===== src/rtl/keyscan_pkg.sv =====
package keyscan_pkg;
    typedef enum logic [1:0] {
        SLOT_IDLE = 2'd0,
        SLOT_ONCE = 2'd1,
        SLOT_HELD = 2'd2
    } slot_e;
endpackage


===== src/rtl/key_slot.sv =====
module key_slot
    import keyscan_pkg::*;
(
    input  logic clk,
    input  logic rst_n,
    input  logic tick,
    input  logic enable,
    input  logic level,
    output logic accept
);
    slot_e st_q, st_d;

    always_comb begin
        st_d   = st_q;
        accept = 1'b0;
        if (tick) begin
            if (!enable) begin
                st_d = SLOT_IDLE;
            end else begin
                case (st_q)
                    SLOT_IDLE: if (level) st_d = SLOT_ONCE;
                    SLOT_ONCE: begin
                        if (level) begin
                            st_d   = SLOT_HELD;
                            accept = 1'b1;
                        end else begin
                            st_d = SLOT_IDLE;
                        end
                    end
                    SLOT_HELD: if (!level) st_d = SLOT_IDLE;
                    default:   st_d = SLOT_IDLE;
                endcase
            end
        end
    end

    always_ff @(posedge clk or negedge rst_n) begin
        if (!rst_n) st_q <= SLOT_IDLE;
        else        st_q <= st_d;
    end

    // an acceptance is never followed by another on the next cycle
    a_r4_single_report: assert property (@(posedge clk) disable iff (!rst_n)
        accept |=> !accept);
    // acceptance needs the key pressed on the accepting strobe
    a_r2_pressed_on_accept: assert property (@(posedge clk) disable iff (!rst_n)
        accept |-> (tick && level && enable));
endmodule


===== src/rtl/int_drive.sv =====
module int_drive (
    input  logic clk,
    input  logic rst_n,
    input  logic flag,
    input  logic pin_en,
    input  logic act_high,
    output logic level,
    output logic oe
);
    always_comb begin
        oe    = pin_en;
        level = act_high ? flag : ~flag;
    end

    // with no flag the pin rests at the inactive level for the polarity
    a_r8_inactive_level: assert property (@(posedge clk) disable iff (!rst_n)
        !flag |-> (level == !act_high));
endmodule


===== src/rtl/keyscan_irq.sv =====
module keyscan_irq
    import keyscan_pkg::*;
#(
    parameter int NUM_KEYS   = 20,
    parameter int KEYS_8COM  = 16,
    parameter int BYTE_W     = 8
) (
    input  logic                clk,
    input  logic                rst_n,
    input  logic                scan_tick,
    input  logic [NUM_KEYS-1:0] key_raw,
    input  logic                mode_8com,
    input  logic                int_pin_en,
    input  logic                int_act_high,
    input  logic                standby,
    input  logic                block_read_done,
    output logic [BYTE_W-1:0]   key_byte0,
    output logic [BYTE_W-1:0]   key_byte1,
    output logic [BYTE_W-1:0]   key_byte2,
    output logic [BYTE_W-1:0]   flag_byte,
    output logic                int_level,
    output logic                int_oe,
    output logic                wake_req
);
    localparam int IMG_W = 3 * BYTE_W;
    localparam int PAD_W = IMG_W - NUM_KEYS;

    typedef struct packed {
        logic [NUM_KEYS-1:0] data;
        logic                flag;
    } kstate_t;

    kstate_t             cur_q, nxt_d;
    logic [NUM_KEYS-1:0] key_en;
    logic [NUM_KEYS-1:0] accept_vec;
    logic [IMG_W-1:0]    image;

    for (genvar i = 0; i < NUM_KEYS; i++) begin : g_slot
        assign key_en[i] = !mode_8com || (i < KEYS_8COM);
        key_slot u_slot (
            .clk    (clk),
            .rst_n  (rst_n),
            .tick   (scan_tick),
            .enable (key_en[i] && !standby),
            .level  (key_raw[i]),
            .accept (accept_vec[i])
        );
    end

    always_comb begin
        nxt_d = cur_q;
        if (standby) begin
            nxt_d.data = '0;
            nxt_d.flag = 1'b0;
        end else begin
            if (block_read_done) begin
                nxt_d.data = '0;
                nxt_d.flag = 1'b0;
            end
            nxt_d.data = nxt_d.data | accept_vec;
            if (|accept_vec) nxt_d.flag = 1'b1;
        end
    end

    always_ff @(posedge clk or negedge rst_n) begin
        if (!rst_n) cur_q <= '0;
        else        cur_q <= nxt_d;
    end

    assign image     = {{PAD_W{1'b0}}, cur_q.data};
    assign key_byte0 = image[BYTE_W-1:0];
    assign key_byte1 = image[2*BYTE_W-1:BYTE_W];
    assign key_byte2 = image[3*BYTE_W-1:2*BYTE_W];
    assign flag_byte = {cur_q.flag, {(BYTE_W-1){1'b0}}};
    assign wake_req  = standby && |(key_raw & key_en);

    int_drive u_int (
        .clk      (clk),
        .rst_n    (rst_n),
        .flag     (cur_q.flag),
        .pin_en   (int_pin_en),
        .act_high (int_act_high),
        .level    (int_level),
        .oe       (int_oe)
    );

    // without a strobe, clear or standby the key data holds
    a_r11_hold_between_ticks: assert property (@(posedge clk) disable iff (!rst_n)
        (!scan_tick && !block_read_done && !standby) |=> $stable(cur_q.data));
    // upper keys are never accepted in eight-common mode
    a_r9_upper_masked: assert property (@(posedge clk) disable iff (!rst_n)
        mode_8com |-> (accept_vec[NUM_KEYS-1:KEYS_8COM] == '0));
    // flag register and key data agree on whether anything is pending
    a_r6_flag_matches_data: assert property (@(posedge clk) disable iff (!rst_n)
        cur_q.flag == (|cur_q.data));
    // standby empties key data and flag on the next cycle
    a_r10_standby_clear: assert property (@(posedge clk) disable iff (!rst_n)
        standby |=> (cur_q.data == '0 && !cur_q.flag));
    // a clear with no strobe leaves nothing behind
    a_r7_read_clear: assert property (@(posedge clk) disable iff (!rst_n)
        (block_read_done && !scan_tick) |=> (cur_q.data == '0));
endmodule


===== config.mk =====
export PLATFORM = sky130hd
export DESIGN_NAME = keyscan_irq
export DESIGN_NICKNAME = d
export VERILOG_FILES = /design/src/rtl/keyscan_pkg.sv /design/src/rtl/key_slot.sv /design/src/rtl/int_drive.sv /design/src/rtl/keyscan_irq.sv
export SDC_FILE = /design/constraint.sdc
export NUM_CORES = 1
export LEC_CHECK = 0
export ABC_AREA = 1
export BUFFER_PORTS_ARGS = -buffer_cell sky130_fd_sc_hd__buf_2
export CAP_MARGIN = 20
export CORE_MARGIN = 2
export CORE_UTILIZATION = 50
export DETAILED_ROUTE_END_ITERATION = 12
export PLACE_DENSITY = 0.84
export SYNTH_ARGS = -nofsm -noshare
export SYNTH_HDL_FRONTEND = slang
export SYNTH_HIERARCHICAL = 1
export SYNTH_SLANG_ARGS = --single-unit

===== constraint.sdc =====
create_clock -name clk -period 1.4 [get_ports clk]
set_input_delay 0 -clock clk [delete_from_list [all_inputs] [get_ports clk]]
set_output_delay 0 -clock clk [all_outputs]
set_load 0.05 [all_outputs]

Yosys cells after proc, flatten, opt, wreduce, memory -nomap -nowiden:

Index checks and enable logic that the tools add are counted.
W data, S select, Z words.

* flip-flop bits (word level): 61
* output and inout port bits: 35

* eq/ne operators: 80
* mux-type cells: 185
* bitwise logic cells: 3
* reduce and logical (&&, ||, !) cells: 47

Operator list (count)
* $mux W2: 80
* $ne A3 B3 Y1 const B: 40
* $pmux W2 S3: 20
* $mux W1: 82
* $mux W21: 3
* $reduce_and A3 Y1: 20
* $eq A2 B1 Y1 const B: 20
* $eq A2 B2 Y1 const B: 20
* $logic_not A2 Y1: 20
* $reduce_or A20 Y1: 2
* $and A20 B20 Y20: 1
* $or A20 B20 Y20: 1
* $reduce_bool A3 Y1: 1
* $logic_and A1 B1 Y1: 2
* $logic_not A1 Y1: 2
* $not A1 Y1: 1

Longest topological paths before layout:

* word-level depth: 7
* mapped depth: 10
* depth with buffers taken out: 10

Hierarchy:

Netlist, hierarchy kept.

Modules (own cells, without submodules)
* key_slot: instances 20, cells each 18, area each 115.1 um^2, sequential area each 50.0 um^2
* keyscan_irq: instances 1, cells each 125, area each 1018.5 um^2, sequential area each 525.5 um^2
* int_drive: instances 1, cells each 6, area each 26.3 um^2, sequential area each 0.0 um^2

Worst setup path after synthesis:

Ideal clock, no wire load.

* path type: register to output
* start point: register cur_q (netlist bit flag_byte[7])
* end point: output int_level
* arrival time: 1.090 ns
* slack: 0.310 ns
* cell stages (with the launch flop): 3
* path buffers: 0
* path through: dfrtp_1 nand2_1 nand2_1

* cells in the longest elaborated chain, start to end: 2

Ends and longest elaborated chain
* start, declared: RTL line keyscan_irq.sv:33 `kstate_t cur_q, nxt_d;`
* start signal, assigned: RTL line keyscan_irq.sv:67 `else cur_q <= nxt_d;`
* $not A1 Y1: RTL line int_drive.sv:12 `level = act_high ? flag : ~flag;`
* $mux W1 *: RTL line int_drive.sv:12
* end, declared: RTL line keyscan_irq.sv:21 `output logic int_level,`

Mark *: on every way between the ends. The rest lies on a longest branch, timed or not.

Worst setup path in the final report:

* start point: register g_slot[16].u_slot.st_q[1]
* end point: register cur_q (netlist bit flag_byte[7])

* cells in the longest elaborated chain, start to end: 7
* elaborated cells between the ends (all ways): 8
* those cells by class: 1 x eq/ne; 5 x mux; 2 x reduce/logical

Ends and longest elaborated chain
* start, declared: RTL line key_slot.sv:11 `slot_e st_q, st_d;`
* start signal, assigned: RTL line key_slot.sv:39 `else st_q <= st_d;`
* $eq A2 B1 Y1 *: RTL line key_slot.sv:20 `case (st_q)`
* $mux W1 *: RTL line key_slot.sv:20
* $mux W1 *: RTL line key_slot.sv:17 `if (!enable) begin`
* $mux W1 *: RTL line key_slot.sv:16 `if (tick) begin`
* named net accept_vec[16]: RTL line keyscan_irq.sv:35 `logic [NUM_KEYS-1:0] accept_vec;`
* $reduce_or A20 Y1 *: RTL line keyscan_irq.sv:61 `if (|accept_vec) nxt_d.flag = 1'b1;`
* $mux W1: RTL line keyscan_irq.sv:61
* $mux W21: RTL line keyscan_irq.sv:52 `if (standby) begin`

The timed path passes the listed nets; every way through them passes the cells marked *.
A chain may end at the register's enable or synchronous reset.

==> metrics.txt <==
Max VDD drop=0.842 mV; CP bufs+invs=2; Synth warnings=6; post-synthesis mux area share=0%; Initial Util=52.1%; DR vias/cell=4.85; Final Max Tran Viols=0; worst skew pair latency=0.35 ns; final setup vio count=0; first drt pass iteration count=9; # fillers=578; worst path cell trace=nor2_1 -> nand4_1 -> inv_1 -> nor2_1 -> nand2_1 -> nor2_1 -> nand3_1 -> nand2_1 -> inv_1; Fin Clk Skew=0.00693 ns; unrepaired setup endpoints after global routing=false; Critical Path RT=1.69 ns; die height=85.8 µm; Mapped Area=0.00335 mm²; Worst-path clk slew=0.07 ns; most frequent cells in the layout=nand2_1, inv_1, nor2_1; family with the most delay on the worst path=simple AND/OR/NAND/NOR gates; post-cts sizing count=0; CP arrival=1.56 ns; fraction of layout cells with a size suffix above 1=16.2%; hold endpoint=int_oe; ANT cells=0; synthesized flop and latch total=61; hold crit path type=primary input to output port; Placed Area=0.00366 mm²; Post-CTS Setup Inserts=0; gpl congestion=0.814; reg2reg end=flag_byte[7]; Worst R2R Start=g_slot[16].u_slot/st_q[1]; CTS max path bufs=2; Leak=2.58 nW; status=finished, violations left; Simple-Gate Fraction of Synth Area=35.1%; ANT nets after route=0; HPWL Detailed=5.20 mm; wire length per cell=11.9 µm; Setup TNS Final=0 ns; Nets=579; DRT iter0 DRCs=186; crit end category=register; pwr dens=1160 mW/mm²; vias in the first global route=2877; hold_buf cts=2; largest family of logic cells by synthesized area=simple AND/OR/NAND/NOR gates; kind of critical path=register to register; cts bufs inserted=9; cell count after synthesis=491; DRC Markers=7; CP Launch Point=g_slot[16].u_slot/st_q[1]; Max FO, Critical Path=3; Synth Area in XOR/XNOR=0%; most used cell, CP=nor2_1; remaining global-route overflow=0; root buffer cell=clkbuf_8; PortBufs=49; CTS tree=done; first-pass GRT wire length=12.6 mm; Avg Inst Size Synth=6.82 µm²; vias post-DR=3072; most common cell after layout, fill and taps aside=nand2_1; Layout area overhead=15.7%; post-synthesis adder-cell area fraction=0%; maxcap violations=0; WHS Path Cells=0; Max Fclk=789 MHz; Layout Cell Area excl Fill=0.00387 mm²; sequential-to-total area share from yosys stat=45.6%; post-synthesis compound-gate area fraction=2.99%; reg2reg path depth=9; Startpoint Class=register; GRT Util Overall=22.0%; Row Count=29; routed wire length=7.53 mm; Crit path largest cell delay=0.41 ns; final number of hold-violating endpoints=0; pin count of the biggest net entering global routing=62; slowest CP cell=dfrtp_1; period utilization=90.5%; Cell variety after synth=14; CORE AREA=0.00642 mm²; hold path startpoint=int_pin_en; initial antenna violation count=0; Die Wd=85.8 µm; R2R setup slack=0.13 ns; CTS Sinks=61; Final min period=1.27 ns; H-tree Lvls=3; violated checks=design-rule violations; Die Area=0.00736 mm²; IO Pins=63
## worst max-delay path by stage
stage / depth (start not counted) / slack, ns / endpoint
final: 9 / 0.13 / flag_byte[7]
after global routing: 9 / 0.03 / flag_byte[7]
after CTS: 9 / 0.18 / flag_byte[7]
after detailed placement: 10 / 0.15 / flag_byte[7]
after global placement: 10 / 0.17 / flag_byte[7]
after floorplan: 2 / 0.31 / int_level
## cell type report
class                   count  area [µm²]  area share (%)
clock buffers              12         145            3.75
multi-input cells         316        1320            34.0
flip-flops and latches     61        1530            39.4
inverters                 108         419            10.8
repair buffers             55         320            8.27
clock inverters             4        47.5            1.23
well taps                  77        96.3            2.49
## per-stage QoR
stage,hold WS [ns],setup WS [ns],std cells,util [%],power (mW)
final,0.000337,0.133,633,60.3,4.48
after CTS,0.000589,0.175,633,60.3,4.50
after detailed placement,0.000589,0.149,615,57.0,2.95
after global routing,0.000161,0.0286,633,60.3,4.72
after global placement,0.000589,0.166,615,57.0,2.91
after floorplan,-0.296,0.310,501,-,2.71
## cell families (layout without fill, tap and decap cells)
logic type             count (synthesis)  count (layout)
buffers and inverters                124             179
and+or+nand+nor                      285             285
AOI/OAI and AO/OA                     20              20
other                                  1              11
DFF                                   61              61
## worst register-to-register path: stages, from the launching register on
cell	delay, ns
dfrtp_1	0.41
nor2_1	0.18
nand4_1	0.16
inv_1	0.12
nor2_1	0.05
nand2_1	0.08
nor2_1	0.04
nand3_1	0.07
nand2_1	0.05
inv_1	0.05
## layer usage
metal	vias to the layer above	GRT usage [%]	wire, µm
met5	-	0	0
met4	0	9.67	153
met3	18	5.49	464
met2	109	36.3	3670
met1	1407	27.3	3240
li1	1538	-	-
## Yosys cell counts
cell type / instances / area share [%]
nand2_1: 176 / 20
inv_1: 106 / 12
nor2_1: 66 / 7.4
dfrtp_1: 61 / 46
nor2_2: 21 / 3.9
a21oi_1: 20 / 3.0
nand4_1: 20 / 3.7
buf_4: 12 / 2.7
buf_2: 2 / 0.30
buf_6: 2 / 0.67
nand3_1: 2 / 0.30
bufinv_8: 1 / 0.52
conb_1: 1 / 0.11
inv_2: 1 / 0.11
## flip-flops by register name (all words and copies together) (netlist names)
register	cells
flag_byte	1
g_slot.u_slot/st_q	40
key_byte0	8
key_byte1	8
key_byte2	4
## report_power, final
part / switching (mW) / internal (mW)
logic: 0.590 / 0.269
registers: 0.148 / 1.92
clock network: 0.685 / 0.865
total: 1.42 / 3.06
(Power assumes the default switching activity.)
